<file path="config.mk">
export PLATFORM = sky130hd
export DESIGN_NAME = fuse_word_reader
export DESIGN_NICKNAME = d
export VERILOG_FILES = /design/src/rtl/fuse_word_reader.sv
export SDC_FILE = /design/constraint.sdc
export NUM_CORES = 1
export LEC_CHECK = 0
export BUFFER_PORTS_ARGS = -buffer_cell sky130_fd_sc_hd__buf_4
export CAP_MARGIN = 20
export CORE_AREA = 5 5 120 122
export CTS_BUF_LIST = sky130_fd_sc_hd__clkbuf_16
export DETAILED_ROUTE_END_ITERATION = 10
export DIE_AREA = 0 0 125 127
export PLACE_DENSITY = 0.9
export SYNTH_ARGS = -nofsm -noshare
export SYNTH_HDL_FRONTEND = slang
export SYNTH_SLANG_ARGS = --single-unit
</file>
<file path="constraint.sdc">
create_clock -name clk -period 5.8 [get_ports clk]
set_input_delay 0.58 -clock clk [delete_from_list [all_inputs] [get_ports clk]]
set_output_delay 0.58 -clock clk [all_outputs]
set_load 0.01 [all_outputs]
</file>
<file path="src/rtl/fuse_word_reader.sv">
module fuse_word_reader #(
  parameter int unsigned CLK_KHZ    = 100000,
  parameter int unsigned SETTLE_US  = 1000,
  parameter int unsigned TIMEOUT_MS = 1000,
  parameter int unsigned ADDR_W     = 16,
  parameter int unsigned SIZE_W     = 16
) (
  input  logic              clk,
  input  logic              rst_n,
  input  logic              start,
  input  logic [ADDR_W-1:0] start_addr,
  input  logic [SIZE_W-1:0] byte_size,
  input  logic              skip_pwr_sw,
  output logic              busy,
  output logic              done,
  output logic              err_align,
  output logic              err_timeout,
  output logic              wmask_dis,
  output logic              pwr_sw_a,
  output logic              pwr_sw_b,
  output logic              iso_en,
  output logic              burst_en,
  output logic              fz_req,
  output logic [ADDR_W-1:0] fz_addr,
  input  logic              fz_rdy,
  input  logic [31:0]       fz_data,
  output logic              buf_we,
  output logic [SIZE_W-1:0] buf_addr,
  output logic [7:0]        buf_data
);

  localparam int unsigned SETTLE_CYC = CLK_KHZ * SETTLE_US / 1000;
  localparam int unsigned TO_CYC     = CLK_KHZ * TIMEOUT_MS;
  localparam int unsigned LIM_CYC    = (SETTLE_CYC > TO_CYC) ? SETTLE_CYC : TO_CYC;
  localparam int unsigned CNT_W      = $clog2(LIM_CYC + 1);
  localparam logic [CNT_W-1:0] SETTLE_LAST = CNT_W'(SETTLE_CYC - 1);
  localparam logic [CNT_W-1:0] TO_LAST     = CNT_W'(TO_CYC - 1);

  typedef enum logic [3:0] {
    S_IDLE, S_UP_WM, S_UP_SWA, S_UP_WAIT, S_UP_SWB, S_UP_ISO, S_UP_BURST,
    S_REQ, S_POLL, S_STORE,
    S_DN_ISO, S_DN_SWB, S_DN_WAIT, S_DN_SWA, S_DN_WM, S_DN_BURST
  } st_t;

  st_t               st;
  logic              skip_q;
  logic [ADDR_W-1:0] cur_addr;
  logic [SIZE_W-1:0] left;
  logic [SIZE_W-1:0] bptr;
  logic [31:0]       word;
  logic [1:0]        bsel;
  logic [CNT_W-1:0]  cnt;

  wire  misaligned = (|start_addr[1:0]) | (|byte_size[1:0]);
  wire  last_word  = (left == SIZE_W'(4));
  wire  [31:0] word_sh = word >> {bsel, 3'b000};
  wire  st_t dn_first = skip_q ? S_DN_WM : S_DN_ISO;

  assign busy = (st != S_IDLE);

  always_ff @(posedge clk or negedge rst_n) begin
    if (!rst_n) begin
      st          <= S_IDLE;
      skip_q      <= 1'b0;
      cur_addr    <= '0;
      left        <= '0;
      bptr        <= '0;
      word        <= '0;
      bsel        <= '0;
      cnt         <= '0;
      done        <= 1'b0;
      err_align   <= 1'b0;
      err_timeout <= 1'b0;
      wmask_dis   <= 1'b0;
      pwr_sw_a    <= 1'b0;
      pwr_sw_b    <= 1'b0;
      iso_en      <= 1'b1;
      burst_en    <= 1'b0;
      fz_req      <= 1'b0;
      fz_addr     <= '0;
      buf_we      <= 1'b0;
      buf_addr    <= '0;
      buf_data    <= '0;
    end else begin
      done   <= 1'b0;
      buf_we <= 1'b0;
      case (st)
        S_IDLE: if (start) begin
          err_align   <= misaligned;
          err_timeout <= 1'b0;
          skip_q      <= skip_pwr_sw;
          cur_addr    <= start_addr;
          left        <= byte_size;
          bptr        <= '0;
          if (misaligned || byte_size == '0) done <= 1'b1;
          else st <= S_UP_WM;
        end
        S_UP_WM: begin
          wmask_dis <= 1'b1;
          st <= skip_q ? S_UP_BURST : S_UP_SWA;
        end
        S_UP_SWA: begin
          pwr_sw_a <= 1'b1;
          cnt <= '0;
          st <= S_UP_WAIT;
        end
        S_UP_WAIT: begin
          if (cnt == SETTLE_LAST) st <= S_UP_SWB;
          else cnt <= cnt + 1'b1;
        end
        S_UP_SWB: begin
          pwr_sw_b <= 1'b1;
          st <= S_UP_ISO;
        end
        S_UP_ISO: begin
          iso_en <= 1'b0;
          st <= S_UP_BURST;
        end
        S_UP_BURST: begin
          burst_en <= 1'b1;
          st <= S_REQ;
        end
        S_REQ: begin
          fz_req  <= 1'b1;
          fz_addr <= cur_addr;
          cnt     <= '0;
          st      <= S_POLL;
        end
        S_POLL: begin
          fz_req <= 1'b0;
          if (!fz_req) begin
            if (fz_rdy) begin
              word <= fz_data;
              bsel <= '0;
              st   <= S_STORE;
            end else if (cnt == TO_LAST) begin
              err_timeout <= 1'b1;
              st <= dn_first;
            end else begin
              cnt <= cnt + 1'b1;
            end
          end
        end
        S_STORE: begin
          buf_we   <= 1'b1;
          buf_addr <= bptr;
          buf_data <= word_sh[7:0];
          bptr     <= bptr + 1'b1;
          bsel     <= bsel + 1'b1;
          if (bsel == 2'd3) begin
            cur_addr <= cur_addr + ADDR_W'(4);
            left     <= left - SIZE_W'(4);
            st       <= last_word ? dn_first : S_REQ;
          end
        end
        S_DN_ISO: begin
          iso_en <= 1'b1;
          st <= S_DN_SWB;
        end
        S_DN_SWB: begin
          pwr_sw_b <= 1'b0;
          cnt <= '0;
          st <= S_DN_WAIT;
        end
        S_DN_WAIT: begin
          if (cnt == SETTLE_LAST) st <= S_DN_SWA;
          else cnt <= cnt + 1'b1;
        end
        S_DN_SWA: begin
          pwr_sw_a <= 1'b0;
          st <= S_DN_WM;
        end
        S_DN_WM: begin
          wmask_dis <= 1'b0;
          st <= S_DN_BURST;
        end
        S_DN_BURST: begin
          burst_en <= 1'b0;
          done <= 1'b1;
          st <= S_IDLE;
        end
        default: st <= S_IDLE;
      endcase
    end
  end

  a_r1_reject: assert property (@(posedge clk) disable iff (!rst_n)
    (start && !busy && misaligned) |=> (done && err_align && !wmask_dis && !fz_req));

  a_r2_zero_size: assert property (@(posedge clk) disable iff (!rst_n)
    (start && !busy && !misaligned && byte_size == '0) |=> (done && !err_align && !wmask_dis));

  a_r3_swb_order: assert property (@(posedge clk) disable iff (!rst_n)
    $rose(pwr_sw_b) |-> (pwr_sw_a && wmask_dis && iso_en));

  a_r3_iso_order: assert property (@(posedge clk) disable iff (!rst_n)
    $fell(iso_en) |-> (pwr_sw_b && !burst_en));

  a_r3_burst_last: assert property (@(posedge clk) disable iff (!rst_n)
    $rose(burst_en) |-> (wmask_dis && (skip_q ? iso_en : !iso_en)));

  a_r4_swa_order: assert property (@(posedge clk) disable iff (!rst_n)
    $fell(pwr_sw_a) |-> (!pwr_sw_b && iso_en && wmask_dis));

  a_r4_off_at_done: assert property (@(posedge clk) disable iff (!rst_n)
    done |-> (!wmask_dis && !pwr_sw_a && !pwr_sw_b && iso_en && !burst_en));

  a_r5_skip_still: assert property (@(posedge clk) disable iff (!rst_n)
    (busy && skip_q) |-> (!pwr_sw_a && !pwr_sw_b && iso_en));

  a_r6_req_pulse: assert property (@(posedge clk) disable iff (!rst_n)
    fz_req |=> !fz_req);

  a_r6_req_powered: assert property (@(posedge clk) disable iff (!rst_n)
    fz_req |-> (burst_en && !buf_we));

  a_r8_write_powered: assert property (@(posedge clk) disable iff (!rst_n)
    buf_we |-> (burst_en && wmask_dis));

  a_r10_done_pulse: assert property (@(posedge clk) disable iff (!rst_n)
    done |=> !done);

endmodule

</file>
* After elaboration in Yosys (flattened, before gate mapping)
Index checks and enable logic that the tools add are counted.
** Storage, ports and cells
- Register bits after elaboration :: 164
- Bits of input ports :: 69
- Output and inout port bits :: 51
- Logic and storage cells :: 129
** Cells by class
- Add/subtract/negate cells :: 5
- Equal/unequal tests :: 31
- Shift-type cells :: 1
- Mux-type cells :: 43
- Bitwise logic cells :: 2
- Reduce and logical (&&, ||, !) cells :: 26
** Operators by type and width (count)
- $mux W27 :: 4
- $pmux W16 S2 :: 3
- $pmux W27 S3 :: 1
- $mux W16 :: 5
- $pmux W4 S16 :: 1
- $mux W4 :: 9
- $eq A4 B4 Y1 const B :: 8
- $shr A32 B5 Y8 :: 1
- $add A27 B1 Y27 const B :: 1
- $eq A27 B17 Y1 const B :: 1
- $eq A27 B27 Y1 const B :: 1
- $ne A2 B2 Y1 const B :: 11
- $reduce_bool A2 Y1 :: 9
- $add A16 B1 Y16 const B :: 1
- $add A16 B3 Y16 const B :: 1
- $eq A16 B3 Y1 const B :: 1
- $eq A4 B3 Y1 const B :: 4
- $logic_not A16 Y1 :: 1
- $pmux W1 S2 :: 8
- $sub A16 B3 Y16 const B :: 1
- $reduce_and A5 Y1 :: 2
- $reduce_and A3 Y1 :: 3
- $eq A4 B2 Y1 const B :: 2
- $mux W1 :: 7
- 17 further kinds :: 22

* Depth between registers and ports, before layout
- Depth in word-level cells :: 6
- Depth in mapped cells :: 9

* Worst setup path after synthesis
No wires, ideal clock.
- Path type :: reg-to-reg
- Start :: register cnt[0]
- End :: register cnt[5]
- Library setup time :: 0.067 ns
- Arrival time :: 1.866 ns
- Required time :: 5.733 ns
- Path slack :: 3.868 ns
- Stages on the path, launching flop included :: 9
- Clock period less this slack :: 1.932 ns
- Path through :: dfrtp_1 > ha_1 > and4_1 > and3_1 > nand4_2 > nand3_1 > buf_2 > or4_1 > nand2_1
** Between the ends
- Word-level cells in the longest chain between the ends :: 5
** RTL lines
- start: declaration :: RTL line 52 : logic [CNT_W-1:0] cnt;
- start signal: assignment :: RTL line 109 : else cnt <= cnt + 1'b1;
- start signal: assignment :: RTL line 140 : cnt <= cnt + 1'b1;
- start signal: assignment :: RTL line 167 : else cnt <= cnt + 1'b1;
- $add A27 B1 Y27 :: RTL line 109, 140, 167
- $mux W27 :: RTL line 136 : end else if (cnt == TO_LAST) begin
- $mux W27 :: RTL line 132 : if (fz_rdy) begin
- $mux W27 :: RTL line 131 : if (!fz_req) begin
- $pmux W27 S3 :: RTL line 87 : case (st)
Parallel ways exist; a longest one is shown, timed or not. The select of a mux whose other input is x is not followed.
A chain may end at the register's enable or synchronous reset.

* Worst setup path in the final report
- Start :: register st[2]
- End :: register left[7]
** Between the ends
- Word-level cells in the longest chain between the ends :: 3
** RTL lines
- start: declaration :: RTL line 45 : st_t st;
- start signal: assignment :: RTL line 100 : st <= skip_q ? S_UP_BURST : S_UP_SWA;
- start signal: assignment :: RTL line 138 : st <= dn_first;
- start signal: assignment :: RTL line 153 : st <= last_word ? dn_first : S_REQ;
- $eq A4 B4 Y1 or $logic_not A4 Y1 (tied branches) :: RTL line 87
- $ne A2 B2 Y1 (no line) or $reduce_bool A2 Y1 (tied branches)
- $reduce_and A3 Y1 (no line)
- end signal: assignment :: RTL line 93 : left <= byte_size;
- end signal: assignment :: RTL line 152 : left <= left - SIZE_W'(4);
- end: declaration :: RTL line 48 : logic [SIZE_W-1:0] left;
Parallel ways exist; a longest one is shown, timed or not.

==> impl_metrics.yaml <==
run_status:
  status: "finished clean"
yosys:
  synth_warnings: 0
  syn_inst: 805
  synth_common_cells: "dfrtp_1 (163), nand2_1 (158), o21ai_0 (58), a21oi_1 (51), nor2_1 (49)"
  synth_largest_area_cell: "dfrtp_1"
  ys_seq_area_share_pct: 51.7
  synth_nets: 880
  synthArstFlopShare_pct: 100
  ys_types: 65
  syn_area_per_cell_um2: 9.86
  synth_top_area_share_pct: 51.4
  synth_edf_count: 0
  synthMostInstantiatedCell: "dfrtp_1"
  synthTopCellsByArea: "dfrtp_1 (51%), nand2_1 (7.5%), mux2_2 (4.8%)"
  ys_seq_elements: 164
  synth_area_um2: 7940
  yosys_most_used_dff: "dfrtp_1"
finish:
  diodes: 0
  drive_above_1_share_pct: 23.5
  layout.nets: 987
  area_growth_syn_to_layout_pct: 20.5
  num-fill-cells: 902
timing:
  max_slew_margin_pct: 28.1
  slew_viol_final: 0
  finalClockSkew_ns: 0.00562
  hold_viol: 0
  grt_setup_unrepaired: "no"
  fmax_mhz: 338
  post-route-period-util_pct: 51.0
  finalSetupViolCount: 0
  fin_crit_ns: 2.96
  worst_pin_slew_ns: 1.08
  setup_slack_ns: 2.84
  tns_ns: 0
floorplanning:
  io_pins: 120
  die_area_um2: 15900
  die_height_um: 127
  initial_utilization_pct: 60.7
  coreArea_um2: 13100
  row_count: 42
  die_w_um: 125
drt:
  wl_per_cell_um: 17.0
  detail_route.iter0.violations: 808
  drcViolationCount: 0
  ant_nets: 0
  drt_pass1_iterations: 5
  via_per_inst: 6.01
  routed_wl_um: 18700
  routed-via-count: 6608
worst_setup_path:
  critPathArrivalTime_ns: 3.22
  critPathMaxStageDelay_ns: 0.74
  path_cells: "nand4bb_4 > buf_4 > o22ai_2 > a21o_1 > o21ai_0 > o21ai_0"
  worstPathRequired_ns: 6.06
  path_max_fanout: 77
  endpoint_kind: "flip-flop"
  cpMaxStageDelayCell: "dfrtp_1"
  path_class: "reg -> reg"
  path_common_cell: "o21ai_0"
  cp-start-kind: "flip-flop"
place:
  port_buffers: 119
  hpwl_um: 12900
  place.gp.congestion: 0.864
  dp_slack_ns: 2.91
flow_run:
  drv_cap: 0
clock_network:
  post_cts_buffers: 0
  cts-resized-gates: 0
  cts_buffers: 17
  cts_root_buffer: "clkbuf_16"
  clockBufferDepth: 2
  htreeDepth: 4
  clk_pin_slew_ns: 0.06
  clk_latency_ns: 0.42
  cts_sinks: 164
  cts_tree: "built"
global_route:
  grt_pass1_wl_um: 31400
  overflow: 0
  antenna_found_initial: 0
  grt_max_degree: 115
  first_global_vias: 6337
  track_usage_pct: 24.2
pwr:
  ir_drop_v: 0.000292
  power_density_nw_per_um2: 479
  p_leak_nw: 4.48
min_path:
  hp-class: "in -> reg"
-- final timing paths --
kind	cells after the start	startpoint	end	slack [ns]
setup / recovery	6	st[2]	left[7]	2.84
hold / removal	3	skip_pwr_sw	skip_q	0.35
min in group asynchronous	2	rst_n	cnt[5]	0.56
max in group asynchronous	3	rst_n	left[1]	4.36
hold reg to reg	1	bptr[15]	bptr[15]	0.48
setup reg to reg	6	st[2]	left[7]	2.84
-- critical path, delay by kind of cell, from the launching register on --
kind / cells / cell delay (ns)
buffers and inverters: 1 / 0.63
AOI/OAI and AO/OA: 4 / 1.13
DFF: 1 / 0.74
and+or+nand+nor: 1 / 0.25
-- repair_timing --
item                                   in CTS  in global routing
hold buffers                                0                  1
endpoints found under the hold margin       0                 16
setup endpoints to repair                   0                  0
-- state kept, by name, indices dropped and copies added, names as in the netlist --
register and cells:
buf_data 8, iso_en 1, cur_addr 16, buf_we 1, left 16, pwr_sw_a 1
wmask_dis 1, word 32, bptr 16, skip_q 1, burst_en 1, bsel 2
err_align 1, st 4, fz_req 1, done 1, pwr_sw_b 1, fz_addr 16
buf_addr 16, err_timeout 1, cnt 27
-- final cells by class --
| type | count | area [um2] | share of cell area, % |
|---|---|---|---|
| clock buffers | 17 | 425 | 4.45 |
| clock inverters | 14 | 186 | 1.95 |
| inverters | 12 | 45.0 | 0.471 |
| multi-input cells | 591 | 3610 | 37.8 |
| flip-flops and latches | 164 | 4110 | 42.9 |
| well taps | 176 | 220 | 2.30 |
| repair buffers | 126 | 972 | 10.2 |
-- where the power goes --
group          total, mW  switching (mW)  internal [mW]  leakage (nW)
sequential          1.91           0.378           1.53          2.10
combinational       1.51           0.807          0.702          2.08
clock               1.17           0.449          0.716         0.304
total               4.59            1.63           2.95          4.48
-- layer usage --
metal / vias up / wire length (um) / GRT usage (%)
met5: - / 0 / 0
met4: 0 / 313 / 7.27
met3: 31 / 1440 / 7.10
met2: 281 / 9350 / 40.1
met1: 3199 / 7630 / 31.2
li1: 3097 / - / -
-- metrics by stage --
| step | power (mW) | utilization [%] | instance area (um2) | hold WS (ns) | cells |
|---|---|---|---|---|---|
| floorplan | 2.92 | - | 7940 | 0.284 | 805 |
| global route | 4.89 | 73.1 | 9570 | 0.344 | 1100 |
| global placement | 3.35 | 68.2 | 8920 | 0.455 | 1067 |
| finish | 4.59 | 73.1 | 9570 | 0.346 | 1100 |
| CTS | 4.60 | 72.8 | 9530 | 0.342 | 1098 |
| detailed placement | 3.43 | 68.2 | 8920 | 0.463 | 1067 |
-- cells in the final DEF (no fill, tap or decap), types with 6 or more instances in the layout --
master     instances
a21oi_1           50
clkbuf_16         17
nand4_1           14
o21ai_0           58
nor4_1            13
inv_1             10
or3_1              8
mux4_2             8
buf_4            123
and3_1            13
dfrtp_1          163
o211ai_1           6
mux2_1            12
nand3_1           35
nor2_1            49
nor3_1            15
nand2_1          158
o21ai_1           12
ha_1               6
mux2_2            34
or4_1              6
nand2b_1           6
xor2_1            11
-- cells by family after synthesis --
group                      after synthesis  synth area share (%)
xor gates and xnor gates                13                  1.53
buffers and inverters                   50                  2.82
adders and majority gates                6                 0.946
DFF                                    164                  51.7
muxes                                   59                  9.42
AOI/OAI and AO/OA                      166                  12.2
and+or+nand+nor                        347                  21.4
No activity file was read; power rests on OpenSTA's default activity.
